--- src/rtl/ofs_pkg.sv ---
package ofs_pkg;

   // Encoding is {sel_hi, sel_lo} sampled at the first edge after reset release
   typedef enum logic [1:0] {
      LM_PORT   = 2'b00,
      LM_SMALL  = 2'b01,
      LM_LARGE  = 2'b10,
      LM_SERIAL = 2'b11
   } load_mode_t;

endpackage

--- src/rtl/ofs_mode_ctl.sv ---
module ofs_mode_ctl
   import ofs_pkg::*;
(
   input  logic       clk,
   input  logic       rst_n,
   input  logic       sel_hi,
   input  logic       sel_lo,
   output load_mode_t mode,
   output logic       mode_valid
);

   always_ff @(posedge clk or negedge rst_n) begin
      if (!rst_n) begin
         mode       <= LM_PORT;
         mode_valid <= 1'b0;
      end else if (!mode_valid) begin
         mode       <= load_mode_t'({sel_hi, sel_lo});
         mode_valid <= 1'b1;
      end
   end

endmodule

--- src/rtl/ofs_serial_chain.sv ---
module ofs_serial_chain #(
   parameter int W = 9
) (
   input  logic           clk,
   input  logic           rst_n,
   input  logic           arm,
   input  logic           sen_n,
   input  logic           sd,
   output logic [2*W-1:0] chain,
   output logic           full
);

   localparam int CHAIN = 2 * W;
   localparam int CW    = $clog2(CHAIN + 1);

   logic [CW-1:0] cnt;
   logic          step;

   assign full = (cnt == CW'(CHAIN));
   assign step = arm && !sen_n && !full;

   always_ff @(posedge clk or negedge rst_n) begin
      if (!rst_n) begin
         chain <= '0;
         cnt   <= '0;
      end else if (step) begin
         chain <= {chain[CHAIN-2:0], sd};
         cnt   <= cnt + CW'(1);
      end
   end

endmodule

--- src/rtl/ofs_port_loader.sv ---
module ofs_port_loader #(
   parameter int W = 9
) (
   input  logic         clk,
   input  logic         rst_n,
   input  logic         load,
   input  logic [W-1:0] din,
   output logic [W-1:0] ofs_y,
   output logic [W-1:0] ofs_x,
   output logic         both
);

   localparam int NREG = 2;

   logic [1:0]   cnt;
   logic [W-1:0] regs [NREG];

   assign both  = (cnt == 2'(NREG));
   assign ofs_y = regs[0];
   assign ofs_x = regs[1];

   always_ff @(posedge clk or negedge rst_n) begin
      if (!rst_n)            cnt <= '0;
      else if (load && !both) cnt <= cnt + 2'd1;
   end

   // Slot 0 is Y, slot 1 is X: write order is fixed by the FIFO's protocol
   for (genvar g = 0; g < NREG; g++) begin : g_slot
      always_ff @(posedge clk or negedge rst_n) begin
         if (!rst_n)                     regs[g] <= '0;
         else if (load && cnt == 2'(g))  regs[g] <= din;
      end
   end

endmodule

--- src/rtl/ofs_loader.sv ---
module ofs_loader
   import ofs_pkg::*;
#(
   parameter int DEPTH        = 512,
   parameter int PRESET_SMALL = 8,
   parameter int PRESET_LARGE = 64,
   localparam int W           = $clog2(DEPTH)
) (
   input  logic         clk,
   input  logic         rst_n,
   input  logic         sel_hi,
   input  logic         sel_lo,
   input  logic         wr_en,
   input  logic         cs_n,
   input  logic         wr_dir,
   input  logic [W-1:0] wr_data,
   output logic [W-1:0] ofs_x,
   output logic [W-1:0] ofs_y,
   output logic         ready,
   output logic         done,
   output logic         ofs_wr,
   output logic         mem_wr
);

   localparam int           MAX_OFS = DEPTH - 4;
   localparam logic [W-1:0] SMALL_V = W'(PRESET_SMALL);
   localparam logic [W-1:0] LARGE_V = W'(PRESET_LARGE);

   if (DEPTH < 16 || (DEPTH & (DEPTH - 1)) != 0) begin : g_bad_depth
      $error("ofs_loader: DEPTH must be a power of two of at least 16");
   end
   if (PRESET_SMALL < 1 || PRESET_SMALL > MAX_OFS) begin : g_bad_small
      $error("ofs_loader: PRESET_SMALL out of 1..DEPTH-4");
   end
   if (PRESET_LARGE < 1 || PRESET_LARGE > MAX_OFS) begin : g_bad_large
      $error("ofs_loader: PRESET_LARGE out of 1..DEPTH-4");
   end

   load_mode_t     mode;
   logic           mode_valid;
   logic [2*W-1:0] chain;
   logic           chain_full;
   logic [W-1:0]   port_y, port_x;
   logic           port_both;
   logic           ready_q;
   logic           qual;
   logic           is_port, is_serial;

   ofs_mode_ctl i_mode (
      .clk        (clk),
      .rst_n      (rst_n),
      .sel_hi     (sel_hi),
      .sel_lo     (sel_lo),
      .mode       (mode),
      .mode_valid (mode_valid)
   );

   assign is_port   = mode_valid && (mode == LM_PORT);
   assign is_serial = mode_valid && (mode == LM_SERIAL);

   ofs_serial_chain #(.W(W)) i_chain (
      .clk   (clk),
      .rst_n (rst_n),
      .arm   (is_serial),
      .sen_n (sel_hi),
      .sd    (sel_lo),
      .chain (chain),
      .full  (chain_full)
   );

   ofs_port_loader #(.W(W)) i_port (
      .clk   (clk),
      .rst_n (rst_n),
      .load  (ofs_wr),
      .din   (wr_data),
      .ofs_y (port_y),
      .ofs_x (port_x),
      .both  (port_both)
   );

   always_ff @(posedge clk or negedge rst_n) begin
      if (!rst_n)          ready_q <= 1'b0;
      else if (!mode_valid) ready_q <= 1'b0;
      else if (is_serial)  ready_q <= chain_full;
      else                 ready_q <= 1'b1;
   end

   assign qual   = wr_en && !cs_n && wr_dir;
   assign ready  = ready_q;
   assign done   = ready_q && (!is_port || port_both);
   assign ofs_wr = qual && ready_q && is_port && !port_both;
   assign mem_wr = qual && done;

   always_comb begin
      ofs_x = '0;
      ofs_y = '0;
      if (mode_valid) begin
         unique case (mode)
            LM_SMALL:  begin ofs_x = SMALL_V;        ofs_y = SMALL_V;          end
            LM_LARGE:  begin ofs_x = LARGE_V;        ofs_y = LARGE_V;          end
            LM_PORT:   begin ofs_x = port_x;         ofs_y = port_y;           end
            LM_SERIAL: begin ofs_x = chain[W-1:0];   ofs_y = chain[2*W-1:W];   end
            default:   begin ofs_x = '0;             ofs_y = '0;               end
         endcase
      end
   end

endmodule

--- config.mk ---
export PLATFORM = sky130hd
export DESIGN_NAME = ofs_loader
export DESIGN_NICKNAME = d
export VERILOG_FILES = /design/src/rtl/ofs_pkg.sv /design/src/rtl/ofs_mode_ctl.sv /design/src/rtl/ofs_serial_chain.sv /design/src/rtl/ofs_port_loader.sv /design/src/rtl/ofs_loader.sv
export SDC_FILE = /design/constraint.sdc
export NUM_CORES = 1
export LEC_CHECK = 0
export ABC_AREA = 1
export BUFFER_PORTS_ARGS = -buffer_cell sky130_fd_sc_hd__clkbuf_2
export CAP_MARGIN = 10
export CORE_ASPECT_RATIO = 1.5
export CORE_MARGIN = 2
export CORE_UTILIZATION = 60
export CTS_BUF_LIST = sky130_fd_sc_hd__clkbuf_16
export DETAILED_ROUTE_END_ITERATION = 10
export GPL_TIMING_DRIVEN = 0
export PLACE_DENSITY = 0.86
export REMOVE_ABC_BUFFERS = 1
export SYNTH_ARGS = -nofsm -noshare
export SYNTH_HDL_FRONTEND = slang
export SYNTH_SLANG_ARGS = --single-unit
--- constraint.sdc ---
create_clock -name clk -period 4.3 [get_ports clk]
set_clock_uncertainty 0.15 [all_clocks]
set_input_delay 0.215 -clock clk [delete_from_list [all_inputs] [get_ports clk]]
set_output_delay 0.215 -clock clk [all_outputs]
set_load 0.01 [all_outputs]
==> metrics.txt <==
routing usage on met2 0.440; FMAX 417 MHz; Final Setup Violations 0; worst skew pair latency 0.29 ns; Core Area 3850 um2; Via density 5.46; Req. time, crit path 3.93 ns; number of buffers added for setup after CTS 0; die height 80.9 um; TritonCTS sink count 47; first-pass GRT wire length 8.92 mm; Leakage 0.00156 uW; Crit path largest cell delay 0.63 ns; element type at the critical path start register; Pins Over Slew Limit 0; CP Cell Sequence inv_2, nor2_1, nand3_1, nand2_1, clkbuf_2; register area share after synthesis 0.497; Antenna Violating Nets Remaining 0; initial DRC count 91; WS Path Type register to output pin; GRT busiest layer met2; routed len/inst 13.8 um; Die Span X 55.3 um; # diodes 0; largest net degree at the start of global routing 48; critical path's slowest cell nor2_1; CTS H-tree lvls 2; row count 28; via count 2073; Hold Path Class primary input to register; hpwl dp 3.61 mm; Port Buffers 37; die area 4470 um2; Max-cap violations 0; PwrDens 422 nW/um2; TNS Setup 0 ns; crit end category output pin; Synth cell types 23; Seq cells post-synth 47; Avg Cell Area, Syn 7.81 um2; Syn-to-layout area delta 14.4%; RSZ-0062 raised after global routing false; slew of the pin with the lowest slew margin 0.808 ns; TritonCTS buffer count 5; outcome completed; Placer Congestion 0.853; clk buf depth 2; CP max FO 15; Initial DRT Pass Iterations 5; commonest cells after routing, fill and taps aside nand2_1 (150), dfrtp_1 (47), clkbuf_2 (37); antenna violations before repair 0; Root Buffer clkbuf_16; vias in the first global route 1987; VDD IR-drop max 0.352 mV; arrival time at the worst endpoint 2.03 ns; initial core utilization 0.614; DRC Markers 0; YS warnings 0; Post-Syn Instances 303; area of the mapped netlist 2370 um2; total wire length 5.25 mm; gr usage total 0.250; overall power 1140 uW; met3 Track Usage GR 0.0414; slew margin rel. 0.459; Overflow after GRT 0; CTS clk-pin slew, worst paths 0.06 ns; Period minus WS final 2.40 ns; CTS tree yes; IO Count 38; Tcrit/Tclk final 0.557; Hold Fails Final Rpt 0; met1 Resource Use GR 0.309; NumNets Final 356; layout cells sized above 1 0.170; commonest non-fill, non-tap cell in the layout nand2_1
state kept, by name, summed over array words and instances (netlist names):
name	count
ready	1
i_port.ofs_y	9
i_mode.mode_valid	1
i_port.ofs_x	9
i_mode.mode	2
i_chain.cnt	5
i_port.cnt	2
i_chain.chain	18
metrics by stage:
stage | cells | hold slack, ns | setup WS [ns] | util | instance area, um2
after detailed placement | 371 | 0.311 | 2.25 | 0.653 | 2520
after floorplan | 288 | -0.231 | 2.28 | - | 2270
after global routing | 380 | 0.0375 | 1.76 | 0.702 | 2710
final | 380 | 0.0288 | 1.90 | 0.702 | 2710
after CTS | 378 | 0.0352 | 1.95 | 0.694 | 2680
after global placement | 370 | 0.303 | 1.92 | 0.651 | 2510
routing by layer:
metal | vias to the layer above | part of all wire
li1 | 1016 | -
met1 | 984 | 0.42
met2 | 67 | 0.53
met3 | 6 | 0.041
met4 | 0 | 0.011
met5 | - | 0
final timing paths:
| check | from | depth (start not counted) | slack (ns) | to |
|---|---|---|---|---|
| setup / recovery | i_mode.mode_valid | 5 | 1.90 | ofs_x[8] |
| hold / removal | wr_data[4] | 3 | 0.03 | i_port.ofs_x[4] |
| setup reg to reg | i_mode.mode[1] | 6 | 2.23 | i_port.ofs_y[7] |
| hold reg to reg | i_port.ofs_y[8] | 2 | 0.32 | i_port.ofs_y[8] |
| max in group asynchronous | rst_n | 3 | 3.20 | i_port.ofs_y[8] |
| min in group asynchronous | rst_n | 2 | 0.27 | i_chain.cnt[0] |
kinds of logic (layout without fill, tap and decap cells):
| kind of cell | after synthesis | in the layout | share of synthesized area |
|---|---|---|---|
| simple gates | 207 | 207 | 0.382 |
| fa+ha+maj | 5 | 5 | 0.0264 |
| flops | 47 | 47 | 0.497 |
| xor+xnor | 1 | 1 | 0.00370 |
| other cells | 1 | 1 | 0.00158 |
| compound gates | 10 | 10 | 0.0211 |
| buf+inv | 32 | 64 | 0.0682 |
final cells by class:
cell class	instances	area [um2]
clock buffer	5	125
clock inverter	2	33.8
fill	309	1150
inverter	17	63.8
multi-input combinational	224	1030
sequential	47	1180
tap	45	56.3
timing repair buffer	40	223
critical path: cells and delay by family, from the launching register on:
kind | cells | cell delay, ns
flip-flops | 1 | 0.51
buffers and inverters | 2 | 0.26
AND/OR/NAND/NOR | 3 | 0.97
Yosys cell counts, drive strengths merged:
cell    number  area, um2
nor2        13       73.8
a21oi        5       25.0
nand2      153        582
buf         12       86.3
nor3         2       10.0
xor2         1       8.76
nand3       19        113
o21ai        5       25.0
ha           5       62.6
conb         1       3.75
dfrtp       47       1180
nand4       20        125
clkbuf       3       11.3
inv         17       63.8
what timing repair did:
action	CTS	global route
hold buffers	0	1
endpoints found under the setup margin	0	0
endpoints found under the hold margin	0	17
gates resized for setup	0	0
power by group:
group	switching [uW]	leakage [uW]	internal, uW	total [uW]
clock network	157	0.0000811	269	426
registers	51.2	0.000630	492	543
logic	113	0.000848	59.1	173
Power figures use the tool's default switching activity.
